[src/rtl/flash_seq_pkg.sv]
package flash_seq_pkg;

  typedef enum logic [4:0] {
    S_IDLE,
    S_PSET,
    S_PDAT,
    S_PWAIT,
    S_PVSET,
    S_PVWAIT,
    S_PRD,
    S_PCHK,
    S_ESET1,
    S_ESET2,
    S_EWAIT,
    S_VSET,
    S_VWAIT,
    S_VRD,
    S_VCHK,
    S_RDCMD
  } seq_state_e;

  localparam logic [7:0] CMD_READ    = 8'h00;
  localparam logic [7:0] CMD_ERASE   = 8'h20;
  localparam logic [7:0] CMD_PROG    = 8'h40;
  localparam logic [7:0] CMD_EVFY    = 8'hA0;
  localparam logic [7:0] CMD_PVFY    = 8'hC0;
  localparam logic [7:0] BYTE_CLEAR  = 8'h00;
  localparam logic [7:0] BYTE_ERASED = 8'hFF;

endpackage

[src/rtl/seq_wait_timer.sv]
module seq_wait_timer #(
  parameter int W = 8
) (
  input  logic         clk,
  input  logic         rst_n,
  input  logic         load,
  input  logic [W-1:0] load_val,
  output logic         expired
);

  logic [W-1:0] cnt_q;
  logic [W-1:0] cnt_d;
  logic         cnt_en;

  always_comb begin
    cnt_en = load || (cnt_q != '0);
    cnt_d  = load ? load_val : cnt_q - 1'b1;
  end

  always_ff @(posedge clk or negedge rst_n) begin
    if (!rst_n) begin
      cnt_q <= '0;
    end else if (cnt_en) begin
      cnt_q <= cnt_d;
    end
  end

  assign expired = (cnt_q == '0);

endmodule

[src/rtl/seq_limit_counter.sv]
module seq_limit_counter #(
  parameter int LIMIT = 4
) (
  input  logic clk,
  input  logic rst_n,
  input  logic clr,
  input  logic inc,
  output logic at_last
);

  localparam int CW = $clog2(LIMIT + 1);

  logic [CW-1:0] count_q;
  logic [CW-1:0] count_d;
  logic          count_en;

  always_comb begin
    count_en = clr || inc;
    count_d  = clr ? '0 : count_q + 1'b1;
  end

  always_ff @(posedge clk or negedge rst_n) begin
    if (!rst_n) begin
      count_q <= '0;
    end else if (count_en) begin
      count_q <= count_d;
    end
  end

  assign at_last = (count_q == CW'(LIMIT - 1));

endmodule

[src/rtl/erase_algo_seq.sv]
module erase_algo_seq
  import flash_seq_pkg::*;
#(
  parameter int ADDR_W    = 17,
  parameter int T_PROG    = 2000,
  parameter int T_VFY     = 1200,
  parameter int T_ERASE   = 2000000,
  parameter int PROG_MAX  = 25,
  parameter int LIMIT_STD = 1000,
  parameter int LIMIT_EXT = 6000,
  parameter bit EXT_GRADE = 1'b0
) (
  input  logic              clk,
  input  logic              rst_n,
  input  logic              start,
  output logic              busy,
  output logic              done,
  output logic              pass,
  output logic              fail,
  output logic              vpp_en,
  output logic              bus_en,
  output logic              bus_wr,
  output logic [ADDR_W-1:0] bus_addr,
  output logic [7:0]        bus_wdata,
  input  logic [7:0]        bus_rdata
);

  localparam int RETRY_LIMIT = EXT_GRADE ? LIMIT_EXT : LIMIT_STD;
  localparam int T_PV_MAX    = (T_PROG > T_VFY) ? T_PROG : T_VFY;
  localparam int T_MAX       = (T_ERASE > T_PV_MAX) ? T_ERASE : T_PV_MAX;
  localparam int TMR_W       = $clog2(T_MAX + 1);
  localparam logic [ADDR_W-1:0] LAST_ADDR = {ADDR_W{1'b1}};

  seq_state_e        state_q, state_d;
  logic [ADDR_W-1:0] addr_q, addr_d;
  logic              vpp_q, vpp_d;
  logic              done_q, done_d;
  logic              pass_q, pass_d;
  logic              fail_q, fail_d;

  logic              tmr_load;
  logic [TMR_W-1:0]  tmr_val;
  logic              tmr_expired;
  logic              pc_clr, pc_inc, pc_last;
  logic              ec_clr, ec_inc, ec_last;

  seq_wait_timer #(.W(TMR_W)) i_timer (
    .clk     (clk),
    .rst_n   (rst_n),
    .load    (tmr_load),
    .load_val(tmr_val),
    .expired (tmr_expired)
  );

  seq_limit_counter #(.LIMIT(PROG_MAX)) i_prog_cnt (
    .clk    (clk),
    .rst_n  (rst_n),
    .clr    (pc_clr),
    .inc    (pc_inc),
    .at_last(pc_last)
  );

  seq_limit_counter #(.LIMIT(RETRY_LIMIT)) i_erase_cnt (
    .clk    (clk),
    .rst_n  (rst_n),
    .clr    (ec_clr),
    .inc    (ec_inc),
    .at_last(ec_last)
  );

  always_comb begin
    state_d   = state_q;
    addr_d    = addr_q;
    vpp_d     = vpp_q;
    done_d    = done_q;
    pass_d    = pass_q;
    fail_d    = fail_q;
    tmr_load  = 1'b0;
    tmr_val   = '0;
    pc_clr    = 1'b0;
    pc_inc    = 1'b0;
    ec_clr    = 1'b0;
    ec_inc    = 1'b0;
    bus_en    = 1'b0;
    bus_wr    = 1'b0;
    bus_addr  = addr_q;
    bus_wdata = 8'h00;

    unique case (state_q)
      S_IDLE: begin
        if (start) begin
          state_d = S_PSET;
          addr_d  = '0;
          vpp_d   = 1'b1;
          done_d  = 1'b0;
          pass_d  = 1'b0;
          fail_d  = 1'b0;
          pc_clr  = 1'b1;
          ec_clr  = 1'b1;
        end
      end
      S_PSET: begin
        bus_en    = 1'b1;
        bus_wr    = 1'b1;
        bus_wdata = CMD_PROG;
        state_d   = S_PDAT;
      end
      S_PDAT: begin
        bus_en    = 1'b1;
        bus_wr    = 1'b1;
        bus_wdata = BYTE_CLEAR;
        tmr_load  = 1'b1;
        tmr_val   = TMR_W'(T_PROG - 1);
        state_d   = S_PWAIT;
      end
      S_PWAIT: begin
        if (tmr_expired) state_d = S_PVSET;
      end
      S_PVSET: begin
        bus_en    = 1'b1;
        bus_wr    = 1'b1;
        bus_wdata = CMD_PVFY;
        tmr_load  = 1'b1;
        tmr_val   = TMR_W'(T_VFY - 1);
        state_d   = S_PVWAIT;
      end
      S_PVWAIT: begin
        if (tmr_expired) state_d = S_PRD;
      end
      S_PRD: begin
        bus_en  = 1'b1;
        state_d = S_PCHK;
      end
      S_PCHK: begin
        if (bus_rdata == BYTE_CLEAR) begin
          pc_clr = 1'b1;
          if (addr_q == LAST_ADDR) begin
            addr_d  = '0;
            state_d = S_ESET1;
          end else begin
            addr_d  = addr_q + 1'b1;
            state_d = S_PSET;
          end
        end else if (pc_last) begin
          state_d = S_IDLE;
          vpp_d   = 1'b0;
          done_d  = 1'b1;
          fail_d  = 1'b1;
        end else begin
          pc_inc  = 1'b1;
          state_d = S_PSET;
        end
      end
      S_ESET1: begin
        bus_en    = 1'b1;
        bus_wr    = 1'b1;
        bus_wdata = CMD_ERASE;
        state_d   = S_ESET2;
      end
      S_ESET2: begin
        bus_en    = 1'b1;
        bus_wr    = 1'b1;
        bus_wdata = CMD_ERASE;
        tmr_load  = 1'b1;
        tmr_val   = TMR_W'(T_ERASE - 1);
        state_d   = S_EWAIT;
      end
      S_EWAIT: begin
        if (tmr_expired) state_d = S_VSET;
      end
      S_VSET: begin
        bus_en    = 1'b1;
        bus_wr    = 1'b1;
        bus_wdata = CMD_EVFY;
        tmr_load  = 1'b1;
        tmr_val   = TMR_W'(T_VFY - 1);
        state_d   = S_VWAIT;
      end
      S_VWAIT: begin
        if (tmr_expired) state_d = S_VRD;
      end
      S_VRD: begin
        bus_en  = 1'b1;
        state_d = S_VCHK;
      end
      S_VCHK: begin
        if (bus_rdata == BYTE_ERASED) begin
          if (addr_q == LAST_ADDR) begin
            state_d = S_RDCMD;
          end else begin
            addr_d  = addr_q + 1'b1;
            state_d = S_VSET;
          end
        end else if (ec_last) begin
          state_d = S_IDLE;
          vpp_d   = 1'b0;
          done_d  = 1'b1;
          fail_d  = 1'b1;
        end else begin
          ec_inc  = 1'b1;
          state_d = S_ESET1;
        end
      end
      S_RDCMD: begin
        bus_en    = 1'b1;
        bus_wr    = 1'b1;
        bus_wdata = CMD_READ;
        state_d   = S_IDLE;
        vpp_d     = 1'b0;
        done_d    = 1'b1;
        pass_d    = 1'b1;
      end
      default: begin
        state_d = S_IDLE;
        vpp_d   = 1'b0;
      end
    endcase
  end

  always_ff @(posedge clk or negedge rst_n) begin
    if (!rst_n) begin
      state_q <= S_IDLE;
      addr_q  <= '0;
      vpp_q   <= 1'b0;
      done_q  <= 1'b0;
      pass_q  <= 1'b0;
      fail_q  <= 1'b0;
    end else begin
      state_q <= state_d;
      addr_q  <= addr_d;
      vpp_q   <= vpp_d;
      done_q  <= done_d;
      pass_q  <= pass_d;
      fail_q  <= fail_d;
    end
  end

  assign busy   = (state_q != S_IDLE);
  assign done   = done_q;
  assign pass   = pass_q;
  assign fail   = fail_q;
  assign vpp_en = vpp_q;

endmodule

[config.mk]
export PLATFORM = sky130hd
export DESIGN_NAME = erase_algo_seq
export DESIGN_NICKNAME = d
export VERILOG_FILES = /design/src/rtl/flash_seq_pkg.sv /design/src/rtl/seq_wait_timer.sv /design/src/rtl/seq_limit_counter.sv /design/src/rtl/erase_algo_seq.sv
export SDC_FILE = /design/constraint.sdc
export NUM_CORES = 1
export LEC_CHECK = 0
export BUFFER_PORTS_ARGS = -buffer_cell sky130_fd_sc_hd__clkbuf_2
export CAP_MARGIN = 25
export CORE_MARGIN = 5
export CORE_UTILIZATION = 35
export CTS_CLUSTER_DIAMETER = 80
export CTS_CLUSTER_SIZE = 16
export DETAILED_ROUTE_END_ITERATION = 8
export PLACE_DENSITY = 0.58
export SLEW_MARGIN = 20
export SYNTH_ARGS = -nofsm -noshare
export SYNTH_HDL_FRONTEND = slang
export SYNTH_SLANG_ARGS = --single-unit
[constraint.sdc]
create_clock -name clk -period 2.65 [get_ports clk]
set_input_delay 0.3975 -clock clk [delete_from_list [all_inputs] [get_ports clk]]
set_output_delay 0.3975 -clock clk [all_outputs]
set_load 0.05 [all_outputs]
==> metrics, run 1 <==
filler instances 1025; Skew-Pair Late Insertion Delay 350 ps; fmax 391 MHz; Initial Utilization 35.4%; Avg Inst Size Synth 8.75 um2; hold_ws 66.3 ps; ranking of synthesized cells by area dfrtp_1 42%, xnor2_1 7.5%, nor2_1 7.0%; FF+latch area 1540 um2; Netlist cell types 55; Final Hold Fails 0; Clock Skew 9.89 ps; Antenna diodes 0; Synth area leader dfrtp_1; H-tree depth 3; Total GRT Usage 14.4%; ys flop type dfrtp_1; part of the cycle the worst path needs 96.5%; Die Span X 111 um; Detailed Place HPWL 6.11 mm; row cnt 37; Post-synth EDFFs 0; RSZ-0062 raised after global routing true; P&R area growth vs syn 19.5%; required time worst endpoint 2880 ps; Core ar. 10200 um2; CP endpoint kind flop; Final WS setup 92.8 ps; I/O Buffers 37; cells after synthesis 412; CTS tree yes; setup violators final 0; Nets 485; Max rail drop VDD 0.519 mV; CTS clk-pin slew, worst paths 80 ps; synth warn 0; largest fanout on the critical path 5; ys async rst share 100%; outcome finished, final reports clean; die height 111 um; Post-DRT Antenna Nets 0; worst setup path class reg2reg; Clock Tree Buf Depth 2; Clock Sinks 61; worst slew pin tran 671 ps; Final Instance Area 4310 um2; Rel. slew slack 55.3%; CTS Buf Count 9; global-route wire length before repair 14.8 mm; crit path launch type flop; Arrival @ worst endpoint 2790 ps; share of cells above drive strength 1 22.5%; number of remaining DRC errors 0; WL/cell 14.0 um; Post-Place Worst Slack 97.7 ps; num ports 43; initial antenna violation count 0; Via Count 3119; post-route minimum period 2560 ps; area of the multi-input gates 1990 um2; pin count of the biggest net entering global routing 39; vias in the first global route 3122; PwrDens 838 nW/um2; Iteration-0 DRC Markers 164; vias per inst 5.13; WL final 8.54 mm; Leakage 1.86 nW; Post-Syn Area 3600 um2; top cell type's share of synthesized area 42.3%; Slew Limit Fails 0; Yosys reg bits 61; Root Buffer clkbuf_8; worst hold path class in2async; Placer Congestion 0.791; placed cell areas 4050 um2; drt pass-1 iters 4; sequential share of the synthesized area 42.3%; GRT overflow 0; Max Cap Viol 0; die area 12400 um2; hold_buf cts 0
[placed cells by master (no fill, tap or decap), drive strengths merged, types with 5 or more instances in the layout]
master,synthesis,routed
ha,7,7
nand4,12,12
o21ai,21,21
nor3,22,22
inv,13,13
a21oi,14,14
nand2,35,35
xor2,14,14
clkbuf,9,47
xnor2,31,31
dfrtp,61,61
nor2,67,67
conb,1,5
nand3,18,18
o31ai,6,6
buf,13,25
nor4,9,9
[cell families after synthesis]
kind of cell	count (synthesis)	synth area share [%]
flip-flops	61	42.3
XOR/XNOR	45	10.9
multiplexers	3	0.833
AO/OA/AOI/OAI	66	12.1
other	1	0.104
buffers and inverters	35	4.55
adder cells (fa/ha/maj)	7	2.43
AND/OR/NAND/NOR	194	26.7
[state kept, by name, summed over array words and instances (netlist names)]
signal	flops
state_q	4
pass	1
i_timer.cnt_q	21
bus_addr	17
fail	1
i_prog_cnt.count_q	5
vpp_en	1
i_erase_cnt.count_q	10
done	1
[where the power goes]
part / leakage, nW / switching [mW] / internal [mW] / total (mW)
Combinational: 0.986 / 1.06 / 0.538 / 1.60
Sequential: 0.784 / 0.166 / 1.10 / 1.26
Clock: 0.0880 / 0.389 / 0.361 / 0.749
[worst paths after layout]
path / cells past startpoint / slack (ps) / start / end
worst max register to register: 12 / 90 / bus_addr[6] / bus_addr[5]
min in group clk: 1 / 490 / done / done
worst max-delay path: 12 / 90 / bus_addr[6] / bus_addr[5]
worst min-delay path: 1 / 70 / rst_n / state_q[0]
max in group asynchronous: 2 / 1920 / rst_n / bus_addr[10]
worst min register to register: 1 / 490 / done / done
[layout make-up]
class | count | share of cell area, %
sequential | 61 | 35.6
tap | 136 | 3.95
multi-input combinational | 320 | 46.2
inverter | 13 | 1.13
clock inverter | 6 | 0.900
timing repair buffer | 62 | 9.03
clock buffer | 10 | 3.19
[metrics by stage]
| stage | cells | utilization, % | setup TNS, ps | power [mW] |
|---|---|---|---|---|
| global route | 608 | 42.3 | -198 | 3.88 |
| global placement | 589 | 39.7 | 0 | 2.81 |
| finish | 608 | 42.3 | 0 | 3.61 |
| detailed placement | 589 | 39.7 | 0 | 2.83 |
| floorplan | 416 | - | 0 | 2.42 |
| CTS | 605 | 41.5 | 0 | 3.60 |
[critical path, cell delays in order (launching register included)]
cell and delay, ps:
dfrtp_2 430, nand4_1 120, nor3_2 80, nand4_1 110, nor2_1 60, ha_1 190
or3b_2 480, a21oi_2 160, o211ai_1 170, buf_4 210, nor3_1 210, xnor2_1 150
nor2_1 60
[layer usage]
layer | global-route usage (%) | vias to the layer above | wire [um]
li1 | - | 1540 | -
met1 | 19.1 | 1516 | 4070
met2 | 22.5 | 51 | 4040
met3 | 2.45 | 12 | 257
met4 | 7.54 | 0 | 170
met5 | 0 | - | 0
[cells in the mapped netlist, types with 6 or more instances]
cell / number
nor2_1: 67
dfrtp_1: 61
nand2_1: 35
xnor2_1: 31
nor3_1: 22
o21ai_0: 20
nand3_1: 18
xor2_1: 14
a21oi_1: 13
inv_1: 13
nand4_1: 12
clkbuf_1: 9
ha_1: 7
nor4_1: 7
buf_4: 6
o31ai_1: 6
[timing repair]
item	CTS	global route
setup buffers	0	1
gates resized for setup	0	16
endpoints found under the setup margin	0	12
Power figures use the tool's default switching activity.
==> inputs of run 2 (changes only) <==
==> constraint.sdc (replaced) <==
create_clock -name clk -period 2.7 [get_ports clk]
set_input_delay 0.405 -clock clk [delete_from_list [all_inputs] [get_ports clk]]
set_output_delay 0.405 -clock clk [all_outputs]
set_load 0.05 [all_outputs]
==> run 2 against run 1 <==
First-iteration DRC count increased by 11%. Critical path depth unchanged. Sequential share of layout area decreased by 0.060 points. Critical path type unchanged. Critical endpoint is now bus_addr[11]. Largest cell class unchanged. Highest routed layer unchanged.
==> metrics, run 2 (synthesized netlist as in run 1, its figures left out) <==
die height 111 um (unchanged); required time worst endpoint 2930 ps (+50 ps); Nets 483 (-0.41%); setup violators final 0 (unchanged); Slowest-stage cell, CP or3b_2; vias in the first global route 3147 (+0.80%); Leakage 1.87 nW (+0.61%); Reg2Reg Capture Point bus_addr[11]; Max rail drop VDD 0.676 mV (+30%); num ports 43 (unchanged); worst slew pin tran 524 ps (-147 ps); CP most frequent cell nor2_1; worst hold path class in2async; Register-to-Register Path Depth 12 (unchanged); hold_ws 18.2 ps (-48.2 ps); Via Count 3071 (-1.5%); CTS clk-pin slew, worst paths 70 ps (about the same); largest fanout on the critical path 9 (+4); Placer Congestion 0.783 (-1.0%); Final Power 3.75 mW (+3.8%); RSZ-0062 raised after global routing true; Slew Limit Fails 0 (unchanged); max reg flops 21 (unchanged); post-route minimum period 2570 ps (+15.3 ps); CTS tree yes; WL final 8.65 mm (+1.3%); most frequent cells in the layout 67 x nor2_1, 60 x dfrtp_1, 37 x clkbuf_2; CP endpoint kind flop; Antenna diodes 0 (unchanged); global-route wire length before repair 15.0 mm (+1.3%); Clock Tree Buf Depth 2 (unchanged); filler instances 1035 (+0.98%); Clock Skew 6.50 ps (-3.38 ps); placed cell count 590 (+0.17%); critical register-to-register path startpoint bus_addr[10]; vias per inst 5.08 (-1.1%); number of remaining DRC errors 0 (unchanged); H-tree depth 3 (unchanged); PwrDens 873 nW/um2 (+4.2%); Core ar. 10200 um2 (unchanged); P&R area growth vs syn 19.1%; outcome finished, final reports clean; Total GRT Usage 14.5% (+0.12 points); Arrival @ worst endpoint 2800 ps (about the same); Die Span X 111 um (unchanged); Cell Chain, Critical Path nand3_1 -> nor3_1 -> nand4_1 -> nor2_1 -> ha_1 -> or3b_2 -> a21oi_2 -> o211ai_1 -> buf_4 -> nor4_2 -> xnor2_1 -> nor2_1; Initial Utilization 35.4% (unchanged); slowest cell delay on critical path 480 ps (about the same); share of cells above drive strength 1 19.2% (-3.3 points); I/O Buffers 37 (unchanged); R2R setup slack 130 ps (+30 ps); Iteration-0 DRC Markers 182 (+11%); Final Non-Filler Cells 605 (-0.49%); Clock Sinks 61 (unchanged); pin count of the biggest net entering global routing 46 (+18%); Max Cap Viol 0 (unchanged); Skew-Pair Late Insertion Delay 340 ps (about the same); part of the cycle the worst path needs 95.3% (-1.2 points); Root Buffer clkbuf_8; die area 12400 um2 (unchanged); Rel. slew slack 64.8% (+9.5 points); GRT overflow 0 (unchanged); Final Hold Fails 0 (unchanged); Post-DRT Antenna Nets 0 (unchanged); initial antenna violation count 0 (unchanged); worst setup path class reg2reg; crit path launch type flop; row cnt 37 (unchanged); register bank with the most flops i_timer.cnt_q; drt pass-1 iters 4 (unchanged); CTS Buf Count 9 (unchanged); WL/cell 14.3 um (+1.8%); fmax 389 MHz (-0.59%); most common cell after layout, fill and taps aside nor2_1; Detailed Place HPWL 6.34 mm (+3.9%)
==> run 2: worst max-delay path by stage <==
stage	startpoint	end	slack [ps]	depth (start not counted)
final	bus_addr[10]	bus_addr[11]	130	12
after global routing	bus_addr[10]	bus_addr[11]	-20	12
after CTS	bus_addr[6]	bus_addr[6]	120	12
after detailed placement	bus_addr[6]	bus_addr[6]	150	12
after global placement	bus_addr[6]	bus_addr[12]	220	12
after floorplan	bus_addr[4]	bus_addr[11]	5	12
==> run 2: cell type report <==
type	count	area [um2]	share of cell area [%]
multi-input combinational	320	1940	45.3
timing repair buffer	60	370	8.62
sequential	61	1530	35.6
inverter	13	48.8	1.14
tap	136	170	3.96
clock buffer	12	165	3.85
clock inverter	3	67.6	1.57
==> run 2: routing by layer <==
metal | routed length, um | part of all wire (%) | vias up | track usage (%)
met5 | 0 | 0 | - | 0
met4 | 157 | 1.8 | 0 | 5.27
met3 | 312 | 3.6 | 13 | 3.10
met2 | 4030 | 47 | 54 | 22.8
met1 | 4160 | 48 | 1469 | 19.7
li1 | - | - | 1535 | -
==> run 2: critical path: cells and delay by family (launching register included) <==
| kind | cells | cell delay, ps |
|---|---|---|
| flops | 1 | 410 |
| compound gates | 2 | 300 |
| buf+inv | 1 | 210 |
| fa+ha+maj | 1 | 190 |
| simple gates | 7 | 1190 |
| xor+xnor | 1 | 150 |
==> run 2: report_power, final <==
group          internal [mW]  switching, mW  leakage (nW)
Sequential              1.07          0.196         0.793
Clock                  0.591          0.362         0.115
Combinational          0.527          0.998         0.961
==> run 2: repair_timing <==
action,CTS,global route
hold buffers,0,0
gates resized for setup,0,3
buffers inserted,0,0
setup endpoints to repair,0,10
==> run 2: through the flow <==
stage / worst slack (ps) / TNS, ps / cell area [um2] / util (%)
after floorplan: 4.65 / 0 / 3620 / -
after global placement: 219 / 0 / 4050 / 39.7
after detailed placement: 147 / 0 / 4050 / 39.7
after CTS: 125 / 0 / 4280 / 42.0
after global routing: -22.2 / -60.1 / 4290 / 42.2
final: 128 / 0 / 4290 / 42.2
==> inputs of run 3 (changes only) <==
==> constraint.sdc (replaced) <==
create_clock -name clk -period 2.5 [get_ports clk]
set_input_delay 0.375 -clock clk [delete_from_list [all_inputs] [get_ports clk]]
set_output_delay 0.375 -clock clk [all_outputs]
set_load 0.05 [all_outputs]
==> run 3 against run 2 <==
Wire length grew 2.0%. Die area unchanged. First-iteration DRC count decreased by 1.1%. Utilization is 2.1 points higher.
==> metrics, run 3 (synthesized netlist as in run 1, its figures left out) <==
die area 12400 um2 (unchanged); switching share of power 42.7% (+1.2 points); WL final 8.83 mm (+2.0%); Cell Chain, Critical Path nand4_1 -> nor3_2 -> nand4_1 -> nor2_1 -> ha_2 -> or3b_4 -> a21oi_2 -> o211ai_1 -> buf_6 -> nor4_4 -> xnor2_1 -> nor2_1; number of remaining DRC errors 0 (unchanged); die height 111 um (unchanged); setup violators final 0 (unchanged); Slew Limit Fails 0 (unchanged); Net Switching 1.76 mW (+13%); Via Count 3194 (+4.0%); Clock Skew 10.2 ps (+3.74 ps); slowest cell delay on critical path 400 ps (-80 ps); Final Hold Fails 0 (unchanged); Detailed Place HPWL 6.28 mm (-0.93%); Leakage 1.97 nW (+5.3%); final core utilization 44.3% (+2.1 points); Iteration-0 DRC Markers 180 (-1.1%); initial antenna violation count 0 (unchanged); Final Non-Filler Cells 625 (+3.3%); GRT overflow 0 (unchanged); part of the cycle the worst path needs 97.2% (+2.0 points); num ports 43 (unchanged); worst hold path class reg2reg; area of the multi-input gates 2010 um2 (+3.2%); CTS tree yes; worst slew pin tran 530 ps (+6.23 ps); Max Cap Viol 0 (unchanged); Rel. slew slack 64.7% (-0.093 points); clock share of power 24.0% (-1.4 points); filler instances 1001 (-3.3%); placed cell count 602 (+2.0%); Clock Sinks 61 (unchanged); Nets 502 (+3.9%); internal power 2.36 mW (+7.5%); most common cell after layout, fill and taps aside nor2_1; vias in the first global route 3155 (+0.25%); max reg flops 21 (unchanged); drt pass-1 iters 4 (unchanged); Slowest-stage cell, CP dfrtp_2; most frequent cells in the layout 67 x nor2_1, 50 x dfrtp_1, 38 x buf_4; Max rail drop VDD 0.508 mV (-25%); vias per inst 5.11 (+0.68%); register bank with the most flops i_timer.cnt_q; Placer Congestion 0.792 (+1.1%); WL/cell 14.1 um (-1.2%); Die Span X 111 um (unchanged); Clock Tree Buf Depth 2 (unchanged); H-tree depth 3 (unchanged); Core ar. 10200 um2 (unchanged); Initial Utilization 35.4% (unchanged); Skew-Pair Late Insertion Delay 360 ps (+20 ps); worst setup path class reg2reg; FF+latch area 1540 um2 (+0.82%); CTS Buf Count 9 (unchanged); PwrDens 913 nW/um2 (+4.6%); row cnt 37 (unchanged); post-route minimum period 2430 ps (-142 ps); Comb power frac 43.3% (+2.6 points); required time worst endpoint 2750 ps (-180 ps); P&R area growth vs syn 25.1%; outcome finished, final reports clean; largest fanout on the critical path 5 (-4); Root Buffer clkbuf_8; Total GRT Usage 14.6% (+0.15 points); fmax 411 MHz (+5.8%); Arrival @ worst endpoint 2680 ps (-120 ps); crit path launch type flop; pin count of the biggest net entering global routing 31 (-33%); share of cells above drive strength 1 26.0% (+6.8 points); CTS clk-pin slew, worst paths 80 ps (about the same); I/O Buffers 37 (unchanged); RSZ-0062 raised after global routing true; global-route wire length before repair 15.0 mm (about the same); sequential share of power 32.8% (-1.1 points); hold_ws 490 ps (+471 ps); CP endpoint kind flop; Antenna diodes 0 (unchanged); Post-DRT Antenna Nets 0 (unchanged)
[run 3: stage by stage]
stage,setup WS [ps],instance area [um2],power (mW),setup TNS (ps)
floorplan,-57.0,3660,2.59,-264
global placement,28.5,4170,3.02,0
detailed placement,-7.39,4170,3.06,-7.39
CTS,3.10,4400,4.07,0
global route,-121,4510,4.41,-929
finish,69.4,4510,4.12,0
[run 3: path summary, 6_finish.rpt]
path,from,end,slack (ps),cells past startpoint
max,bus_addr[6],bus_addr[11],70,12
min,done,done,490,1
max reg2reg,bus_addr[6],bus_addr[11],70,12
max in group asynchronous,rst_n,bus_addr[0],1370,3
min reg2reg,done,done,490,1
min in group asynchronous,rst_n,i_erase_cnt.count_q[3],520,2
[run 3: layer usage]
metal	global-route usage, %	share of wire [%]
met5	0	0
met4	7.30	1.3
met3	2.39	3.8
met2	22.2	47
met1	20.3	48
[run 3: final cells by class]
class	count	area share (%)
multi-input combinational	320	44.5
clock buffer	10	2.83
sequential	61	34.2
timing repair buffer	79	11.7
tap	136	3.77
inverter	13	1.08
clock inverter	6	1.97
[run 3: power groups by stage]
stage	Clock (mW)	Sequential, mW	Combinational, mW
6_report	0.987	1.35	1.78
3_3_place_gp	0	1.36	1.67
2_1_floorplan	0	1.43	1.17
5_1_grt	1.06	1.38	1.97
3_5_place_dp	0	1.36	1.69
4_1_cts	1.01	1.35	1.71
[run 3: worst max-delay path: cells and delay by family (launching register included)]
family / cells / cell delay [ps]
xor+xnor: 1 / 140
flops: 1 / 400
buf+inv: 1 / 200
simple gates: 7 / 1090
fa+ha+maj: 1 / 180
compound gates: 2 / 320
[run 3: repair_timing]
action	in CTS	in global routing
endpoints found under the setup margin	1	15
endpoints found under the hold margin	17	0
hold buffers	1	0
gates cloned	0	2
buffers inserted	0	4
gates resized for setup	1	21
pin swaps	0	11
